`config.mk`:
```
export PLATFORM = sky130hd
export DESIGN_NAME = rx_egress_mask
export DESIGN_NICKNAME = d
export VERILOG_FILES = /design/src/rtl/rx_egress_mask.sv
export SDC_FILE = /design/constraint.sdc
export NUM_CORES = 1
export LEC_CHECK = 0
export ABC_CLOCK_PERIOD_IN_PS = 4500
export BUFFER_PORTS_ARGS = -buffer_cell sky130_fd_sc_hd__buf_2
export CORE_MARGIN = 2
export CORE_UTILIZATION = 60
export CTS_CLUSTER_DIAMETER = 30
export CTS_CLUSTER_SIZE = 28
export DETAILED_ROUTE_END_ITERATION = 10
export PLACE_DENSITY = 0.89
export SKIP_CTS_REPAIR_TIMING = 1
export SKIP_LAST_GASP = 1
export SLEW_MARGIN = 20
export SYNTH_ARGS = -nofsm -noshare
export SYNTH_HDL_FRONTEND = slang
export SYNTH_SLANG_ARGS = --single-unit
```
`constraint.sdc`:
```
create_clock -name clk -period 4.5 [get_ports clk]
set_input_delay 0.45 -clock clk [delete_from_list [all_inputs] [get_ports clk]]
set_output_delay 0.45 -clock clk [all_outputs]
set_load 0.1 [all_outputs]
```
`src/rtl/rx_egress_mask.sv`:
```
module rx_egress_mask #(
  parameter int DW     = 16,
  parameter int DEPTH  = 8,
  parameter int NP_CAP = 10
) (
  input  logic          clk,
  input  logic          rst,
  input  logic          in_valid,
  output logic          in_ready,
  input  logic [DW-1:0] in_data,
  input  logic          in_sop,
  input  logic          in_eop,
  input  logic [1:0]    in_kind,
  input  logic          in_err,
  input  logic          np_mask,
  input  logic          sink_ready,
  output logic          out_valid,
  output logic [DW-1:0] out_data,
  output logic          out_sop,
  output logic          out_eop,
  output logic [1:0]    out_kind,
  output logic [1:0]    out_err
);
  localparam int AW    = $clog2(DEPTH);
  localparam int EW    = DW + 5;
  localparam int LIMIT = NP_CAP - 1;
  localparam int CW    = $clog2(NP_CAP + 1);

  logic [EW-1:0] mem [2][DEPTH];
  logic [AW:0]   wp [2];
  logic [AW:0]   rp [2];
  logic [1:0]    full, empty;
  logic          wq, push, pop, sel, avail, np_ok;
  logic          rdy_d1, in_pkt, cur_q, err_q;
  logic [CW-1:0] granted;
  logic [EW-1:0] hd;

  for (genvar q = 0; q < 2; q++) begin : g_q
    assign empty[q] = wp[q] == rp[q];
    assign full[q]  = (wp[q][AW] != rp[q][AW]) && (wp[q][AW-1:0] == rp[q][AW-1:0]);
  end

  assign wq       = in_kind == 2'd1;
  assign in_ready = !full[wq];
  assign push     = in_valid && in_ready;

  assign np_ok = !empty[1] && (!np_mask || granted < CW'(LIMIT));
  assign sel   = in_pkt ? cur_q : np_ok;
  assign avail = in_pkt ? !empty[cur_q] : (np_ok || !empty[0]);
  assign pop   = rdy_d1 && avail;
  assign hd    = mem[sel][rp[sel][AW-1:0]];

  assign out_err = {1'b0, err_q};

  always_ff @(posedge clk)
    if (push) mem[wq][wp[wq][AW-1:0]] <= {in_kind, in_err, in_eop, in_sop, in_data};

  always_ff @(posedge clk) begin
    for (int q = 0; q < 2; q++) begin
      if (rst) begin
        wp[q] <= '0;
        rp[q] <= '0;
      end else begin
        if (push && wq == 1'(q)) wp[q] <= wp[q] + 1'b1;
        if (pop && sel == 1'(q)) rp[q] <= rp[q] + 1'b1;
      end
    end
  end

  always_ff @(posedge clk) begin
    if (rst) begin
      rdy_d1    <= 1'b0;
      out_valid <= 1'b0;
      err_q     <= 1'b0;
      in_pkt    <= 1'b0;
      cur_q     <= 1'b0;
      granted   <= '0;
      out_data  <= '0;
      out_sop   <= 1'b0;
      out_eop   <= 1'b0;
      out_kind  <= 2'd0;
    end else begin
      rdy_d1    <= sink_ready;
      out_valid <= pop;
      err_q     <= pop && hd[DW+2];
      if (pop) begin
        out_data <= hd[DW-1:0];
        out_sop  <= hd[DW];
        out_eop  <= hd[DW+1];
        out_kind <= hd[DW+4:DW+3];
        in_pkt   <= !hd[DW+1];
        cur_q    <= sel;
      end
      if (!np_mask) granted <= '0;
      else if (pop && sel && !in_pkt) granted <= granted + 1'b1;
    end
  end
endmodule

```
==> flow_metrics.env, run 1 <==
export IMPL_run_status="completed"
export IMPL_syn_nets=1014
export IMPL_core_mm2=0.0251
export IMPL_yosysSeqAreaShare=0.727
export IMPL_drt_wl_total_um=38700
export IMPL_placed_cell_area_mm2=0.0160
export IMPL_max_cap_violations=0
export IMPL_hold_violations=0
export IMPL_timing_rr_start="rp[1][2]$_SDFFCE_PN0P_"
export IMPL_fmaxAchievable_mhz=281
export IMPL_hold_class="primary input to register"
export IMPL_post_drt_wl_per_cell_um=27.0
export IMPL_dpl_hpwl_um=18800
export IMPL_gp_congestion=0.845
export IMPL_power_total_uw=9790
export IMPL_die_h_um=164
export IMPL_postSynthAreaPerCell_um2=15.6
export IMPL_htreeDepth=2
export IMPL_r2r_end="out_data[1]$_SDFFE_PP0N_"
export IMPL_cp_arrival_ps=4030
export IMPL_grt_remaining_overflow=0
export IMPL_tightest_slew_ps=1160
export IMPL_synth_cell_types=42
export IMPL_grt_pass1_vias=9829
export IMPL_setup_viol=0
export IMPL_grt_first_pass_wirelength_um=58300
export IMPL_rsz0062_at_grt="no"
export IMPL_drt_iter0_markers=1423
export IMPL_power_density_mw_per_mm2=544
export IMPL_slew_headroom=0.229
export IMPL_drive_gt1_frac=0.211
export IMPL_reg2reg_depth=8
export IMPL_synth_top_cell_by_area="edfxtp_1"
export IMPL_antenna_found_initial=0
export IMPL_drc=0
export IMPL_criticalPathCategory="register to register"
export IMPL_area_growth_pct=17.3
export IMPL_yosys_warnings=0
export IMPL_grtUsageTotal=0.296
export IMPL_grt_max_degree=123
export IMPL_synthTopCellsByArea="edfxtp_1 (69%), mux2i_1 (4.7%), dfxtp_1 (3.8%)"
export IMPL_async_reset_ff_frac=0
export IMPL_cts_root_buf="clkbuf_16"
export IMPL_finalSetupTns_ps=0
export IMPL_fp_row_count=58
export IMPL_nets=1085
export IMPL_min_period_ps=3560
export IMPL_dp_slack_ps=1100
export IMPL_ys_seq_elements=381
export IMPL_p_leak_uw=0.00605
export IMPL_postSynthCellCount=982
export IMPL_routed_via_density=6.68
export IMPL_drtAntennaViolNets=0
export IMPL_clockBufferDepth=3
export IMPL_crit_start="rp[1][2]$_SDFFCE_PN0P_"
export IMPL_dieWidth_um=164
export IMPL_end_kind="register"
export IMPL_dieArea_mm2=0.0268
export IMPL_syn_cell_area_mm2=0.0153
export IMPL_finClkSkew_ps=29.4
export IMPL_period_share=0.791
export IMPL_endpoint="out_data[1]$_SDFFE_PP0N_"
export IMPL_tritoncts="yes"
export IMPL_startpoint_type="register"
export IMPL_final_max_slew_viol_count=0
export IMPL_cts_buffers=60
export IMPL_num_vias=9584
export IMPL_initial_utilization=0.611
export IMPL_clk_latency_ps=600
export IMPL_ir_drop_v=0.000388
export IMPL_synth_edf_count=352
export IMPL_clk_pin_slew_ps=60
export IMPL_worst_slack_ps=941
export IMPL_dr_pass1_iters=6
export IMPL_worst_path_max_fanout=34
export IMPL_antennaDiodeCount=0
export IMPL_synthFlopType="edfxtp_1"
export IMPL_cp_required_ps=4970
export IMPL_reg2reg_slack_ps=940
export IMPL_port_buffers=48
export IMPL_synth_top_area_frac=0.689
export IMPL_fin_area_mm2=0.0180
export IMPL_design_portCount=50
export IMPL_numClockSinks=381
layer usage:
metal	vias to the layer above	part of all wire	global-route usage
li1	4015	-	-
met3	164	0.12	0.0702
met1	4624	0.35	0.386
met5	-	0	0
met2	781	0.48	0.458
met4	0	0.055	0.173
state kept, by name (all words and copies together), names as in the netlist, 2 cells and up:
| signal | flops |
|---|---|
| granted | 4 |
| rp | 8 |
| mem | 336 |
| wp | 8 |
| out_data | 16 |
| out_kind | 2 |
cell families (layout without fill, tap and decap cells):
group	after synthesis	after routing	share of synthesized area
buffers and inverters	76	198	0.0219
XOR/XNOR	18	18	0.0103
AO/OA/AOI/OAI	144	144	0.0750
flip-flops	381	381	0.727
adder cells (fa/ha/maj)	6	6	0.00490
multiplexers	102	102	0.0742
AND/OR/NAND/NOR	254	254	0.0863
other	1	1	0.000245
synth_stat cells, drive strengths merged (3+ instances only):
cell type	count
inv	6
nand2b	12
a211oi	77
o311ai	28
clkbuf	39
buf	31
mux4	6
or4	10
xor2	7
mux2	23
nand4	3
xnor2	11
nand3	31
ha	6
and3	11
dfxtp	29
mux2i	73
nand2	53
a31oi	9
edfxtp	352
nor2b	68
nor3	27
a32o	19
nor2	33
placed cells by master, fill, tap and decap left out, types with 5 or more instances in the layout:
cell        count
edfxtp_1      352
mux4_2          6
a31oi_1         9
clkinv_4        8
clkinvlp_4      6
nand2_1        53
nor2_1         21
clkinv_1        7
clkbuf_16      60
mux2_2         23
and3_1         11
a211oi_1       77
ha_1            6
buf_2          48
dfxtp_1        29
or4_1          10
inv_6          12
xor2_1          7
nand2b_1       12
o311ai_0       28
a32o_1         19
clkbuf_1        5
xnor2_1        11
inv_1           6
nand3_1        31
mux2i_1        72
nor3_1         23
buf_4          30
nor2_2         12
nor2b_1        67
per-stage QoR:
step | util | std cells | hold slack, ps
detailed placement | 0.636 | 1321 | 471
global placement | 0.636 | 1321 | 449
CTS | 0.716 | 1434 | 83.6
global route | 0.716 | 1434 | 109
floorplan | - | 982 | 440
finish | 0.716 | 1434 | 81.5
area by class of cell:
| class | instances | area (um2) |
|---|---|---|
| sequential | 381 | 11200 |
| clock inverter | 45 | 440 |
| fill | 1418 | 7130 |
| tap | 330 | 413 |
| clock buffer | 68 | 1560 |
| inverter | 6 | 22.5 |
| multi-input combinational | 525 | 3910 |
| timing repair buffer | 79 | 485 |
critical path: stages, from the launching register on:
cell and delay (ps):
edfxtp_1 370, buf_4 230, xnor2_1 210, and4b_1 380, o21a_2 220, buf_4 370, mux2_2 700, or4_1 660
a32o_1 290
power by group:
part / internal [uW] / switching, uW / total [uW]
Sequential: 3980 / 62.5 / 4040
Combinational: 320 / 930 / 1250
Clock: 2730 / 1760 / 4490
Total: 7030 / 2760 / 9790
worst min path at each step:
stage                       start                 end  cells after the start
4_1_cts                sink_ready   rdy_d1$_SDFF_PP0_                      2
6_report               sink_ready   rdy_d1$_SDFF_PP0_                      2
3_5_place_dp   cur_q$_SDFFE_PP0N_  cur_q$_SDFFE_PP0N_                      2
5_1_grt                sink_ready   rdy_d1$_SDFF_PP0_                      2
2_1_floorplan  cur_q$_SDFFE_PP0N_  cur_q$_SDFFE_PP0N_                      2
3_3_place_gp   cur_q$_SDFFE_PP0N_  cur_q$_SDFFE_PP0N_                      2
(Power assumes the default switching activity.)
==> run 2, diff against run 1 <==
--- a/config.mk
+++ b/config.mk
@@ -5,14 +5,14 @@
 export SDC_FILE = /design/constraint.sdc
 export NUM_CORES = 1
 export LEC_CHECK = 0
-export ABC_CLOCK_PERIOD_IN_PS = 4500
+export ABC_CLOCK_PERIOD_IN_PS = 3050
 export BUFFER_PORTS_ARGS = -buffer_cell sky130_fd_sc_hd__buf_2
 export CORE_MARGIN = 2
-export CORE_UTILIZATION = 60
+export CORE_UTILIZATION = 56
 export CTS_CLUSTER_DIAMETER = 30
 export CTS_CLUSTER_SIZE = 28
 export DETAILED_ROUTE_END_ITERATION = 10
-export PLACE_DENSITY = 0.89
+export PLACE_DENSITY = 0.88
 export SKIP_CTS_REPAIR_TIMING = 1
 export SKIP_LAST_GASP = 1
 export SLEW_MARGIN = 20
==> constraint.sdc (replaced) <==
create_clock -name clk -period 3.05 [get_ports clk]
set_input_delay 0.305 -clock clk [delete_from_list [all_inputs] [get_ports clk]]
set_output_delay 0.305 -clock clk [all_outputs]
set_load 0.1 [all_outputs]
==> run 2 against run 1 <==
The run now ends with negative hold slack left. Sequential share of layout area decreased by 0.13 points. Combinational power is 48% higher. Count of clock-buffer cells in the layout is the same. Clock power increased by 42%. Fmax rose by 21%. Cell area rose by 0.22%. Hold slack got worse by 98 ps. Total power increased by 45%. Final cell count increased by 0.98%. Clock skew is 12 ps lower. Register-to-register slack got worse by 840 ps. Global-route usage fell by 2.6 points. Largest power group unchanged.
==> flow_metrics.env, run 2 (synthesized netlist as in run 1, its figures left out) <==
export IMPL_run_status="finished with violations"
export IMPL_violations="negative hold slack"
export IMPL_placed_cells=1344
export IMPL_slew_headroom=0.546
export IMPL_setup_viol=0
export IMPL_met3_usage=0.0653
export IMPL_dr_pass1_iters=6
export IMPL_reg2reg_depth=7
export IMPL_grt_remaining_overflow=0
export IMPL_cts_buffers=55
export IMPL_routed_via_density=6.58
export IMPL_clockBufferDepth=3
export IMPL_drtAntennaViolNets=0
export IMPL_clk_latency_ps=560
export IMPL_reg2reg_slack_ps=110
export IMPL_dpl_hpwl_um=18900
export IMPL_dieArea_mm2=0.0287
export IMPL_max_cap_violations=0
export IMPL_gp_congestion=0.762
export IMPL_drc=0
export IMPL_grt_max_degree=123
export IMPL_cp_required_ps=3490
export IMPL_timing_rr_start="wp[1][2]$_SDFFCE_PN0P_"
export IMPL_design_portCount=50
export IMPL_port_buffers=48
export IMPL_clk_pin_slew_ps=50
export IMPL_grtUsageTotal=0.270
export IMPL_antenna_found_initial=0
export IMPL_min_period_ps=2940
export IMPL_tightest_slew_ps=678
export IMPL_grt_util_met1=0.344
export IMPL_dieWidth_um=169
export IMPL_hold_violations=1
export IMPL_power_density_mw_per_mm2=787
export IMPL_area_growth_pct=17.5
export IMPL_finClkSkew_ps=16.9
export IMPL_dp_slack_ps=223
export IMPL_grt_first_pass_wirelength_um=57300
export IMPL_htreeDepth=2
export IMPL_post_drt_wl_per_cell_um=26.6
export IMPL_period_share=0.965
export IMPL_grt_busiest_layer="met2"
export IMPL_worst_slack_ps=106
export IMPL_end_kind="register"
export IMPL_ir_drop_v=0.000533
export IMPL_final_common_cell="edfxtp_1"
export IMPL_stdcell_count=1448
export IMPL_nets=1092
export IMPL_cp_arrival_ps=3390
export IMPL_post_route_util=0.669
export IMPL_crit_start="wp[1][2]$_SDFFCE_PN0P_"
export IMPL_core_mm2=0.0270
export IMPL_grt_pass1_vias=9588
export IMPL_drive_gt1_frac=0.212
export IMPL_cts_root_buf="clkbuf_16"
export IMPL_fmaxAchievable_mhz=340
export IMPL_endpoint="out_sop$_SDFFE_PP0N_"
export IMPL_largest_reg_flops=336
export IMPL_final_max_slew_viol_count=0
export IMPL_whs_ps=-16.9
export IMPL_layout_common_cells="edfxtp_1 (352), a211oi_1 (77), mux2i_1 (72)"
export IMPL_startpoint_type="register"
export IMPL_tritoncts="yes"
export IMPL_numClockSinks=381
export IMPL_hold_class="primary input to register"
export IMPL_p_leak_uw=0.00608
export IMPL_drt_wl_total_um=38500
export IMPL_initial_utilization=0.569
export IMPL_num_vias=9535
export IMPL_drt_iter0_markers=1311
export IMPL_criticalPathCategory="register to register"
export IMPL_fp_row_count=60
export IMPL_worst_path_max_fanout=9
export IMPL_use_met2=0.429
export IMPL_finalSetupTns_ps=0
export IMPL_r2r_end="out_sop$_SDFFE_PP0N_"
export IMPL_rsz0062_at_grt="no"
export IMPL_die_h_um=169
## run 2: cell types whose count changed in the layout (fill, tap and decap cells not counted), moves of 3 or more
cell,previous run,this run
clkbuf_16,60,57
bufinv_16,3,6
inv_6,12,5
buf_4,30,39
buf_12,1,4
inv_8,4,1
clkinv_8,3,0
## run 2: worst min path at each step
| stage | cells past startpoint | slack (ps) | startpoint | end |
|---|---|---|---|---|
| 6_report | 2 | -20 | sink_ready | rdy_d1$_SDFF_PP0_ |
| 5_1_grt | 2 | 7 | sink_ready | rdy_d1$_SDFF_PP0_ |
| 4_1_cts | 2 | -20 | sink_ready | rdy_d1$_SDFF_PP0_ |
| 3_5_place_dp | 2 | 470 | cur_q$_SDFFE_PP0N_ | cur_q$_SDFFE_PP0N_ |
| 3_3_place_gp | 2 | 450 | cur_q$_SDFFE_PP0N_ | cur_q$_SDFFE_PP0N_ |
| 2_1_floorplan | 0 | 400 | in_data[0] | mem[0][0]$_DFFE_PP_ |
## run 2: cell type report
cell class / count / area [um2]
sequential: 381 / 11200
fill: 1642 / 8930
multi-input combinational: 525 / 3910
clock buffer: 68 / 1510
timing repair buffer: 91 / 613
tap: 341 / 427
clock inverter: 35 / 389
inverter: 6 / 22.5
antenna: 1 / 2.50
## run 2: power by group
| group | internal (uW) | total (uW) | switching (uW) |
|---|---|---|---|
| logic | 508 | 1850 | 1350 |
| registers | 5870 | 5960 | 89.8 |
| clock network | 4050 | 6360 | 2320 |
| total | 10400 | 14200 | 3760 |
## run 2: critical path, stage by stage (launching register included)
cell and delay [ps]:
edfxtp_1 470, xnor2_1 230, and4b_1 370, o21a_2 280
mux2i_4 550, a211oi_1 130, or4_1 530, a32o_1 280
## run 2: metrics by stage
step,instance area (um2),total power [uW]
5_1_grt,18000,14500
3_3_place_gp,16100,7780
6_report,18000,14200
3_5_place_dp,16100,7840
4_1_cts,18000,14200
2_1_floorplan,15300,7320
## run 2: per-layer routing
layer	vias up	wire, um	share of wire
met5	-	0	0
li1	4018	-	-
met2	659	18300	0.47
met1	4679	14100	0.37
met4	0	2100	0.054
met3	179	4020	0.10
==> run 3, diff against run 2 <==
--- a/config.mk
+++ b/config.mk
@@ -12,7 +12,7 @@
 export CTS_CLUSTER_DIAMETER = 30
 export CTS_CLUSTER_SIZE = 28
 export DETAILED_ROUTE_END_ITERATION = 10
-export PLACE_DENSITY = 0.88
+export PLACE_DENSITY = 0.8
 export SKIP_CTS_REPAIR_TIMING = 1
 export SKIP_LAST_GASP = 1
 export SLEW_MARGIN = 20
==> run 3 against run 2 <==
The run now ends clean. Critical endpoint is now out_data[15]$_SDFFE_PP0N_. Cell area grew 1.5%. Largest power group unchanged. Global-route usage fell by 0.66 points. Critical path depth grew 1. Sequential cell count unchanged. Hold slack gained 97 ps. Clock power rose by 8.8%. First-iteration DRC count decreased by 18%. Sequential share of layout area is 0.92 points lower.
==> flow_metrics.env, run 3 (synthesized netlist as in run 1, its figures left out) <==
export IMPL_design_portCount=50
export IMPL_grt_first_pass_wirelength_um=56300
export IMPL_core_mm2=0.0270
export IMPL_post_drt_wl_per_cell_um=25.5
export IMPL_htreeDepth=2
export IMPL_dp_slack_ps=179
export IMPL_antenna_found_initial=0
export IMPL_dieWidth_um=169
export IMPL_drt_iter0_markers=1071
export IMPL_area_growth_pct=19.3
export IMPL_drc=0
export IMPL_die_h_um=169
export IMPL_final_common_cell="edfxtp_1"
export IMPL_initial_utilization=0.569
export IMPL_routed_via_density=6.43
export IMPL_final_max_slew_viol_count=0
export IMPL_hold_class="primary input to register"
export IMPL_setup_viol=0
export IMPL_gp_congestion=0.829
export IMPL_drtAntennaViolNets=0
export IMPL_placed_cells=1353
export IMPL_cts_root_buf="clkbuf_16"
export IMPL_rsz0062_at_grt="no"
export IMPL_min_period_ps=2880
export IMPL_clk_latency_ps=580
export IMPL_startpoint_type="register"
export IMPL_power_density_mw_per_mm2=804
export IMPL_hold_violations=0
export IMPL_worst_path_max_fanout=24
export IMPL_cp_arrival_ps=3350
export IMPL_grt_remaining_overflow=0
export IMPL_slew_headroom=0.531
export IMPL_dr_pass1_iters=6
export IMPL_p_leak_uw=0.00622
export IMPL_drt_wl_total_um=37400
export IMPL_stdcell_count=1467
export IMPL_grt_pass1_vias=9429
export IMPL_whs_ps=80.1
export IMPL_fmaxAchievable_mhz=347
export IMPL_tightest_slew_ps=703
export IMPL_largest_reg_flops=336
export IMPL_dieArea_mm2=0.0287
export IMPL_worst_slack_ps=168
export IMPL_dpl_hpwl_um=19900
export IMPL_grt_max_degree=123
export IMPL_clk_pin_slew_ps=50
export IMPL_fp_row_count=60
export IMPL_criticalPathCategory="register to register"
export IMPL_tritoncts="yes"
export IMPL_cts_buffers=60
export IMPL_drive_gt1_frac=0.229
export IMPL_ir_drop_v=0.000515
export IMPL_max_cap_violations=0
export IMPL_end_kind="register"
export IMPL_num_vias=9429
export IMPL_finClkSkew_ps=19.6
export IMPL_numClockSinks=381
export IMPL_grtUsageTotal=0.264
export IMPL_nets=1107
export IMPL_clockBufferDepth=3
export IMPL_port_buffers=48
export IMPL_run_status="completed"
export IMPL_antennaDiodeCount=0
export IMPL_final_fill_count=1658
export IMPL_period_share=0.945
export IMPL_power_total_uw=14700
export IMPL_layout_common_cells="edfxtp_1 (352), a211oi_1 (77), mux2i_1 (72)"
export IMPL_finalSetupTns_ps=0
export IMPL_cp_required_ps=3520
run 3: cell types whose count changed in the layout (fill, tap and decap cells not counted), sizes merged:
cell / change
buf: +9
bufinv: +2
clkinv: +1
clkinvlp: +3
diode: -1
dlygate4sd3: +1
inv: +4
run 3: cell type report:
| class | instances | area (um2) | area share |
|---|---|---|---|
| sequential | 381 | 11200 | 0.610 |
| multi-input combinational | 525 | 3910 | 0.214 |
| inverter | 6 | 22.5 | 0.00123 |
| clock inverter | 45 | 546 | 0.0298 |
| tap | 341 | 427 | 0.0233 |
| timing repair buffer | 101 | 678 | 0.0371 |
| clock buffer | 68 | 1560 | 0.0854 |
run 3: final timing paths:
check                                             from                        end  slack [ps]  cells past startpoint
worst max register to register  wp[1][2]$_SDFFCE_PN0P_  out_data[15]$_SDFFE_PP0N_         170                      8
worst min register to register      cur_q$_SDFFE_PP0N_         cur_q$_SDFFE_PP0N_         470                      2
worst min-delay path                           np_mask    granted[2]$_SDFFE_PP0P_          80                      3
worst max-delay path            wp[1][2]$_SDFFCE_PN0P_  out_data[15]$_SDFFE_PP0N_         170                      8
run 3: layer usage:
layer | GRT usage | routed length (um)
met1 | 0.355 | 14300
met3 | 0.0532 | 3810
met4 | 0.119 | 1540
met5 | 0 | 0
met2 | 0.420 | 17800
run 3: stage by stage:
stage                     utilization  cell area [um2]
after detailed placement        0.600            16200
after CTS                       0.678            18300
after global routing            0.679            18300
final                           0.679            18300
after floorplan                     -            15300
after global placement          0.600            16200
run 3: critical path: stages (launching register included):
cell and delay (ps):
edfxtp_1 470, xnor2_1 230, and4b_1 380, o21ai_4 140, buf_4 240, a211oi_1 390, a211oi_1 100, or4_1 530
a32o_1 270
run 3: power breakdown:
group          total, uW  internal, uW  leakage, uW  switching (uW)
clock               6920          4420      0.00100            2500
sequential          5960          5880      0.00344            88.9
combinational       1830           518      0.00177            1310
total              14700         10800      0.00622            3900
